## src/rtl/nprog_pkg.sv

```systemverilog
package nprog_pkg;
  localparam int NIB = 4;
  localparam int NREGS = 16;
  localparam int HOLE_A = 13;
  localparam int HOLE_B = 14;
  localparam int LINE_LOCK_ADDR = 15;
  localparam int LINE_LOCK_BIT = 3;

  // Start-up image per register index.
  function automatic logic [NIB-1:0] startup_word(input int idx);
    case (idx)
      5:  return 4'h1;
      12: return 4'h8;
      default: return 4'h0;
    endcase
  endfunction
endpackage

```

## src/rtl/nprog_sync.sv

```systemverilog
module nprog_sync #(
  parameter int W = 1
) (
  input  logic         clk,
  input  logic         rst_n,
  input  logic [W-1:0] d_async,
  output logic [W-1:0] d_sync
);
  logic [W-1:0] meta_q;

  always_ff @(posedge clk or negedge rst_n) begin
    if (!rst_n) begin
      meta_q <= '0;
      d_sync <= '0;
    end else begin
      meta_q <= d_async;
      d_sync <= meta_q;
    end
  end
endmodule

```

## src/rtl/nprog_edge_ctl.sv

```systemverilog
module nprog_edge_ctl
  import nprog_pkg::*;
(
  input  logic           clk,
  input  logic           rst_n,
  input  logic           stb_s,
  input  logic [NIB-1:0] ad_s,
  output logic           wr_en,
  output logic [NIB-1:0] wr_addr,
  output logic [NIB-1:0] wr_data,
  output logic [NIB-1:0] last_addr
);
  logic           stb_d_q;
  logic           armed_q, armed_d;
  logic [NIB-1:0] addr_q, addr_d;
  logic           fall_det, rise_det;

  always_comb begin
    fall_det = stb_d_q & ~stb_s;
    rise_det = ~stb_d_q & stb_s;
    wr_en    = rise_det & armed_q;
    armed_d  = armed_q;
    addr_d   = addr_q;
    if (fall_det) begin
      armed_d = 1'b1;
      addr_d  = ad_s;
    end else if (rise_det) begin
      armed_d = 1'b0;
    end
  end

  always_ff @(posedge clk or negedge rst_n) begin
    if (!rst_n) begin
      stb_d_q <= 1'b0;
      armed_q <= 1'b0;
      addr_q  <= '0;
    end else begin
      stb_d_q <= stb_s;
      armed_q <= armed_d;
      addr_q  <= addr_d;
    end
  end

  assign wr_addr   = addr_q;
  assign wr_data   = ad_s;
  assign last_addr = addr_q;

  // a rise consumes the armed state; nothing writes without a new fall
  a_r5_disarm_after_rise: assert property (@(posedge clk) disable iff (!rst_n)
    rise_det |=> !armed_q);
  // the address follows the lines on a detected fall
  a_r1_addr_on_fall: assert property (@(posedge clk) disable iff (!rst_n)
    fall_det |=> (addr_q == $past(ad_s)));
endmodule

```

## src/rtl/nprog_bank.sv

```systemverilog
module nprog_bank
  import nprog_pkg::*;
#(
  parameter int UNLOCK_WRITES = 32,
  localparam int CW = $clog2(UNLOCK_WRITES + 1)
) (
  input  logic                 clk,
  input  logic                 rst_n,
  input  logic                 wr_en,
  input  logic [NIB-1:0]       wr_addr,
  input  logic [NIB-1:0]       wr_data,
  output logic [NREGS*NIB-1:0] ctrl_out,
  output logic                 unlocked
);
  localparam logic [CW-1:0] LIMIT = CW'(UNLOCK_WRITES);

  logic [CW-1:0] cnt_q, cnt_d;
  logic [NREGS*NIB-1:0] store_img;
  logic [NREGS*NIB-1:0] boot_img;

  always_comb begin
    cnt_d = cnt_q;
    if (wr_en && (cnt_q != LIMIT)) cnt_d = cnt_q + 1'b1;
  end

  always_ff @(posedge clk or negedge rst_n) begin
    if (!rst_n) cnt_q <= '0;
    else        cnt_q <= cnt_d;
  end

  assign unlocked = (cnt_q == LIMIT);

  for (genvar gi = 0; gi < NREGS; gi++) begin : g_reg
    assign boot_img[gi*NIB +: NIB] = startup_word(gi);
    if (gi == HOLE_A || gi == HOLE_B) begin : g_hole
      assign store_img[gi*NIB +: NIB] = '0;
    end else begin : g_store
      logic [NIB-1:0] word_q;
      logic           we;
      assign we = wr_en && (wr_addr == NIB'(gi));
      always_ff @(posedge clk) begin
        if (we) word_q <= wr_data;
      end
      assign store_img[gi*NIB +: NIB] = word_q;
    end
  end

  assign ctrl_out = unlocked ? store_img : boot_img;

  a_r6_count_bounded: assert property (@(posedge clk) disable iff (!rst_n)
    cnt_q <= LIMIT);
  a_r6_unlock_sticky: assert property (@(posedge clk) disable iff (!rst_n)
    unlocked |=> unlocked);
  a_r5_count_needs_write: assert property (@(posedge clk) disable iff (!rst_n)
    !wr_en |=> $stable(cnt_q));
  a_r2_locked_image: assert property (@(posedge clk) disable iff (!rst_n)
    !unlocked |-> (ctrl_out[5*NIB +: NIB] == 4'h1 && ctrl_out[12*NIB +: NIB] == 4'h8));
  a_r4_holes_zero: assert property (@(posedge clk) disable iff (!rst_n)
    ctrl_out[HOLE_A*NIB +: NIB] == '0 && ctrl_out[HOLE_B*NIB +: NIB] == '0);
endmodule

```

## src/rtl/nibble_prog_port.sv

```systemverilog
module nibble_prog_port
  import nprog_pkg::*;
#(
  parameter int UNLOCK_WRITES = 32
) (
  input  logic                 clk,
  input  logic                 rst_n,
  input  logic                 strobe_in,
  input  logic [3:0]           ad_in,
  output logic [NREGS*NIB-1:0] ctrl_out,
  output logic                 unlocked,
  output logic                 pd_disable
);
  logic [NIB:0]   sync_q;
  logic           wr_en;
  logic [NIB-1:0] wr_addr, wr_data, last_addr;
  logic           ll_enable;

  nprog_sync #(.W(NIB + 1)) u_sync (
    .clk(clk), .rst_n(rst_n),
    .d_async({strobe_in, ad_in}), .d_sync(sync_q)
  );

  nprog_edge_ctl u_edge (
    .clk(clk), .rst_n(rst_n),
    .stb_s(sync_q[NIB]), .ad_s(sync_q[NIB-1:0]),
    .wr_en(wr_en), .wr_addr(wr_addr), .wr_data(wr_data), .last_addr(last_addr)
  );

  nprog_bank #(.UNLOCK_WRITES(UNLOCK_WRITES)) u_bank (
    .clk(clk), .rst_n(rst_n),
    .wr_en(wr_en), .wr_addr(wr_addr), .wr_data(wr_data),
    .ctrl_out(ctrl_out), .unlocked(unlocked)
  );

  assign ll_enable  = ctrl_out[LINE_LOCK_ADDR*NIB + LINE_LOCK_BIT];
  assign pd_disable = ll_enable && (last_addr == NIB'(LINE_LOCK_ADDR)) && ad_in[LINE_LOCK_BIT];

  // the disable output is only possible after an address-15 capture
  a_r7_needs_addr15: assert property (@(posedge clk) disable iff (!rst_n)
    pd_disable |-> (last_addr == NIB'(LINE_LOCK_ADDR)));
  // the disable output is only possible with the line-lock enable set
  a_r7_needs_enable: assert property (@(posedge clk) disable iff (!rst_n)
    pd_disable |-> unlocked);
endmodule

```

## config.mk

```make
export PLATFORM = sky130hd
export DESIGN_NAME = nibble_prog_port
export DESIGN_NICKNAME = d
export VERILOG_FILES = /design/src/rtl/nprog_pkg.sv /design/src/rtl/nprog_sync.sv /design/src/rtl/nprog_edge_ctl.sv /design/src/rtl/nprog_bank.sv /design/src/rtl/nibble_prog_port.sv
export SDC_FILE = /design/constraint.sdc
export NUM_CORES = 1
export LEC_CHECK = 0
export BUFFER_PORTS_ARGS = -buffer_cell sky130_fd_sc_hd__buf_2
export CAP_MARGIN = 25
export CELL_PAD_IN_SITES_DETAIL_PLACEMENT = 1
export CELL_PAD_IN_SITES_GLOBAL_PLACEMENT = 1
export CORE_MARGIN = 5
export CORE_UTILIZATION = 25
export DETAILED_ROUTE_END_ITERATION = 8
export HOLD_SLACK_MARGIN = 0.05
export PLACE_DENSITY_LB_ADDON = 0.1
export SLEW_MARGIN = 5
export SYNTH_ARGS = -nofsm -noshare
export SYNTH_HDL_FRONTEND = slang
export SYNTH_SLANG_ARGS = --single-unit
```

## constraint.sdc

```tcl
create_clock -name clk -period 2 [get_ports clk]
set_input_delay 0.3 -clock clk [delete_from_list [all_inputs] [get_ports clk]]
set_output_delay 0.3 -clock clk [all_outputs]
set_load 0.01 [all_outputs]
```

==> flow_summary.ini <==
[global_route]
gr-total-overflow = 0
grt_pass1_wl_um = 11000
track_usage_pct = 10.2
grt_max_degree = 23
antenna_found_initial = 0
grt_pass1_vias = 1880

[sta]
worstMarginPinSlew_ps = 616
rsz0062_at_grt = true
fmax_mhz = 466
worst_slack_ps = -145
whs_ps = 77.2
slew_headroom_pct = 58.9
hold_violations = 0
period_needed_ps = 2150
setup_violations = 58
skew_ps = 2.98
min_period_over_period_pct = 107
slew_viol_final = 0

[floorplan]
dieArea_um2 = 14500
fp.coreArea_um2 = 12000
dieHeight_um = 121
rows = 40
io_pins = 73
die_w_um = 121
start_util_pct = 25.5

[cts]
clk_pin_slew_worst_paths_ps = 60
htree_levels = 3
cts_tree = done
clkSinkCount = 78
clock_latency_ps = 320
cts_buffers = 9
cts_root_buffer = clkbuf_16
cts_buffer_depth = 2

[pwr]
p_leak_nw = 1.90
pwr-share-comb_pct = 5.9
power.density_nw_per_um2 = 819
power.total_mw = 3.81
seqPwrFrac_pct = 49.4
p_sw_uw = 800
swShare_pct = 21.0
pwr-share-clk_pct = 44.7
power.internal_mw = 3.01
max-vdd-ir-drop_v = 0.000361

[min_path]
hold_class = in2reg

[layout]
drive_above_1_share_pct = 54.1
fin_area_um2 = 4650
area_delta_synth_final_pct = 52.0
antenna_cells = 0
nets = 311
final_cells = 452

[run]
drv_cap = 0

[drt]
ant_nets = 0
drt_iter0_drc = 79
viasPerCell = 4.05
drtPass1Iterations = 4
finalWirelength_um = 7720
via_count = 1830
post_drt_wl_per_cell_um = 17.1
drc = 0

[synth]
ys_ff_latch = 78
synth_top_cell_area_share_pct = 55.0
syn_avg_cell_area_um2 = 14.9
synth_area_leader_cell = edfxtp_1
yosysUniqueCellTypes = 23
synth_cells = 205
synth_area_leaders = edfxtp_1, dfrtp_1, and2_1, buf_4, mux2_2
ys_seq_area_share_pct = 73.0
yosysWarnings = 0
synth_area_um2 = 3060

[place]
gp_congestion = 0.690
dpl.hpwl_um = 4290
dp_cells = 419
io_buffers = 64
place_area_um2 = 3590

[worst_setup_path]
critPathCaptureType = output port
worst_ep_required_time_ps = 1700
path_class = reg2out
cp_max_fo = 8
arrival_ps = 1850
startpoint_type = register

[status]
status = finished with violations
violations = setup timing
## stage by stage
stage                     setup WS, ps  setup TNS [ps]  util, %
final                             -145           -6290     38.7
after global placement             225               0     29.9
after floorplan                    328               0        -
after detailed placement           158               0     29.9
after global routing              -273          -13410     38.7
after CTS                         -161           -7750     33.7
## layout by cell type, fill, tap and decap left out, types with 4 or more instances in the layout
cell type | synthesis | layout
xnor2_1 | 4 | 4
conb_1 | 1 | 8
clkbuf_16 | 0 | 13
edfxtp_1 | 56 | 56
and2_4 | 0 | 46
nor3_1 | 4 | 4
mux2_2 | 6 | 6
inv_1 | 4 | 4
and2_1 | 55 | 9
nor2_1 | 12 | 12
buf_2 | 2 | 14
buf_4 | 10 | 14
buf_6 | 0 | 54
dfrtp_1 | 22 | 22
## layer usage
metal,GRT usage (%),vias up,routed length [µm]
met1,13.0,894,3480
met4,3.40,0,111
met5,0,-,0
met3,3.18,11,322
li1,-,876,-
met2,16.3,49,3810
## cell usage after synthesis
cell,n
and2_1,55
and3_1,2
buf_2,2
buf_4,10
clkbuf_1,3
conb_1,1
dfrtp_1,22
edfxtp_1,56
ha_1,4
inv_1,4
mux2_2,6
nand2_1,4
nand2b_1,4
nand3_1,3
nand3b_1,2
nand4_1,3
nor2_1,12
nor3_1,4
nor4_4,1
o21ai_0,1
o41ai_2,1
or2_2,1
xnor2_1,4
## worst paths after layout
kind | slack, ps | from | depth (start not counted) | endpoint
hold reg to reg | 350 | u_sync.meta_q[3]$_DFF_PN0_ | 0 | u_sync.d_sync[3]$_DFF_PN0_
setup reg to reg | 270 | u_edge.stb_d_q$_DFF_PN0_ | 5 | u_bank.g_reg[15].g_store.word_q[0]$_DFFE_PP_
min in group asynchronous | 480 | rst_n | 2 | u_sync.meta_q[0]$_DFF_PN0_
hold / removal | 80 | ad_in[0] | 1 | u_sync.meta_q[0]$_DFF_PN0_
max in group asynchronous | 1170 | rst_n | 2 | u_bank.cnt_q[5]$_DFFE_PN0P_
setup / recovery | -150 | u_bank.cnt_q[0]$_DFFE_PN0P_ | 9 | pd_disable
## area by class of cell
type / count / area (µm²)
Clock buffer: 11 / 233
Inverter: 4 / 15.0
Clock inverter: 5 / 83.8
Multi-Input combinational cell: 115 / 887
Sequential cell: 78 / 2230
Timing Repair Buffer: 92 / 1020
Fill cell: 1212 / 7360
Tap cell: 147 / 184
## flip-flops by register name (all words and copies together), names as in the netlist
| signal | flops |
|---|---|
| u_edge.armed_q | 1 |
| u_edge.last_addr | 4 |
| u_bank.cnt_q | 6 |
| u_sync.meta_q | 5 |
| u_edge.stb_d_q | 1 |
| u_bank.g.g_store.word_q | 56 |
| u_sync.d_sync | 5 |
## power groups by stage
stage	combinational, mW	clock (mW)	sequential, mW
6_report	0.226	1.70	1.88
5_1_grt	0.255	1.85	1.89
4_1_cts	0.216	1.75	1.88
3_5_place_dp	0.165	0	1.93
3_3_place_gp	0.165	0	1.93
2_1_floorplan	0.116	0	1.90
## kinds of logic (layout without fill, tap and decap cells)
group / after synthesis / after routing / share of synthesized area [%]
AO/OA/AOI/OAI: 2 / 2 / 0.695
XOR/XNOR: 4 / 4 / 1.15
adder cells (fa/ha/maj): 4 / 4 / 1.64
buffers and inverters: 19 / 112 / 3.64
flip-flops: 78 / 78 / 73.0
multiplexers: 6 / 6 / 2.21
other: 1 / 8 / 0.123
AND/OR/NAND/NOR: 91 / 91 / 17.6
## what timing repair did
action | CTS | global route
setup buffers | 6 | 3
endpoints found under the hold margin | 22 | 0
hold buffers | 1 | 0
cloned | 3 | 4
setup endpoints to repair | 58 | 58
pin swaps | 0 | 46
gates resized for setup | 4 | 109
## worst max-delay path: stages (launching register included)
cell and delay [ps]:
dfrtp_1 380, inv_1 60, ha_2 190, nand2_4 60, nor4_4 140, buf_6 160
buf_6 120, buf_12 130, and3_4 180, buf_6 90
Note: power is estimated with default switching activity, not from simulation.
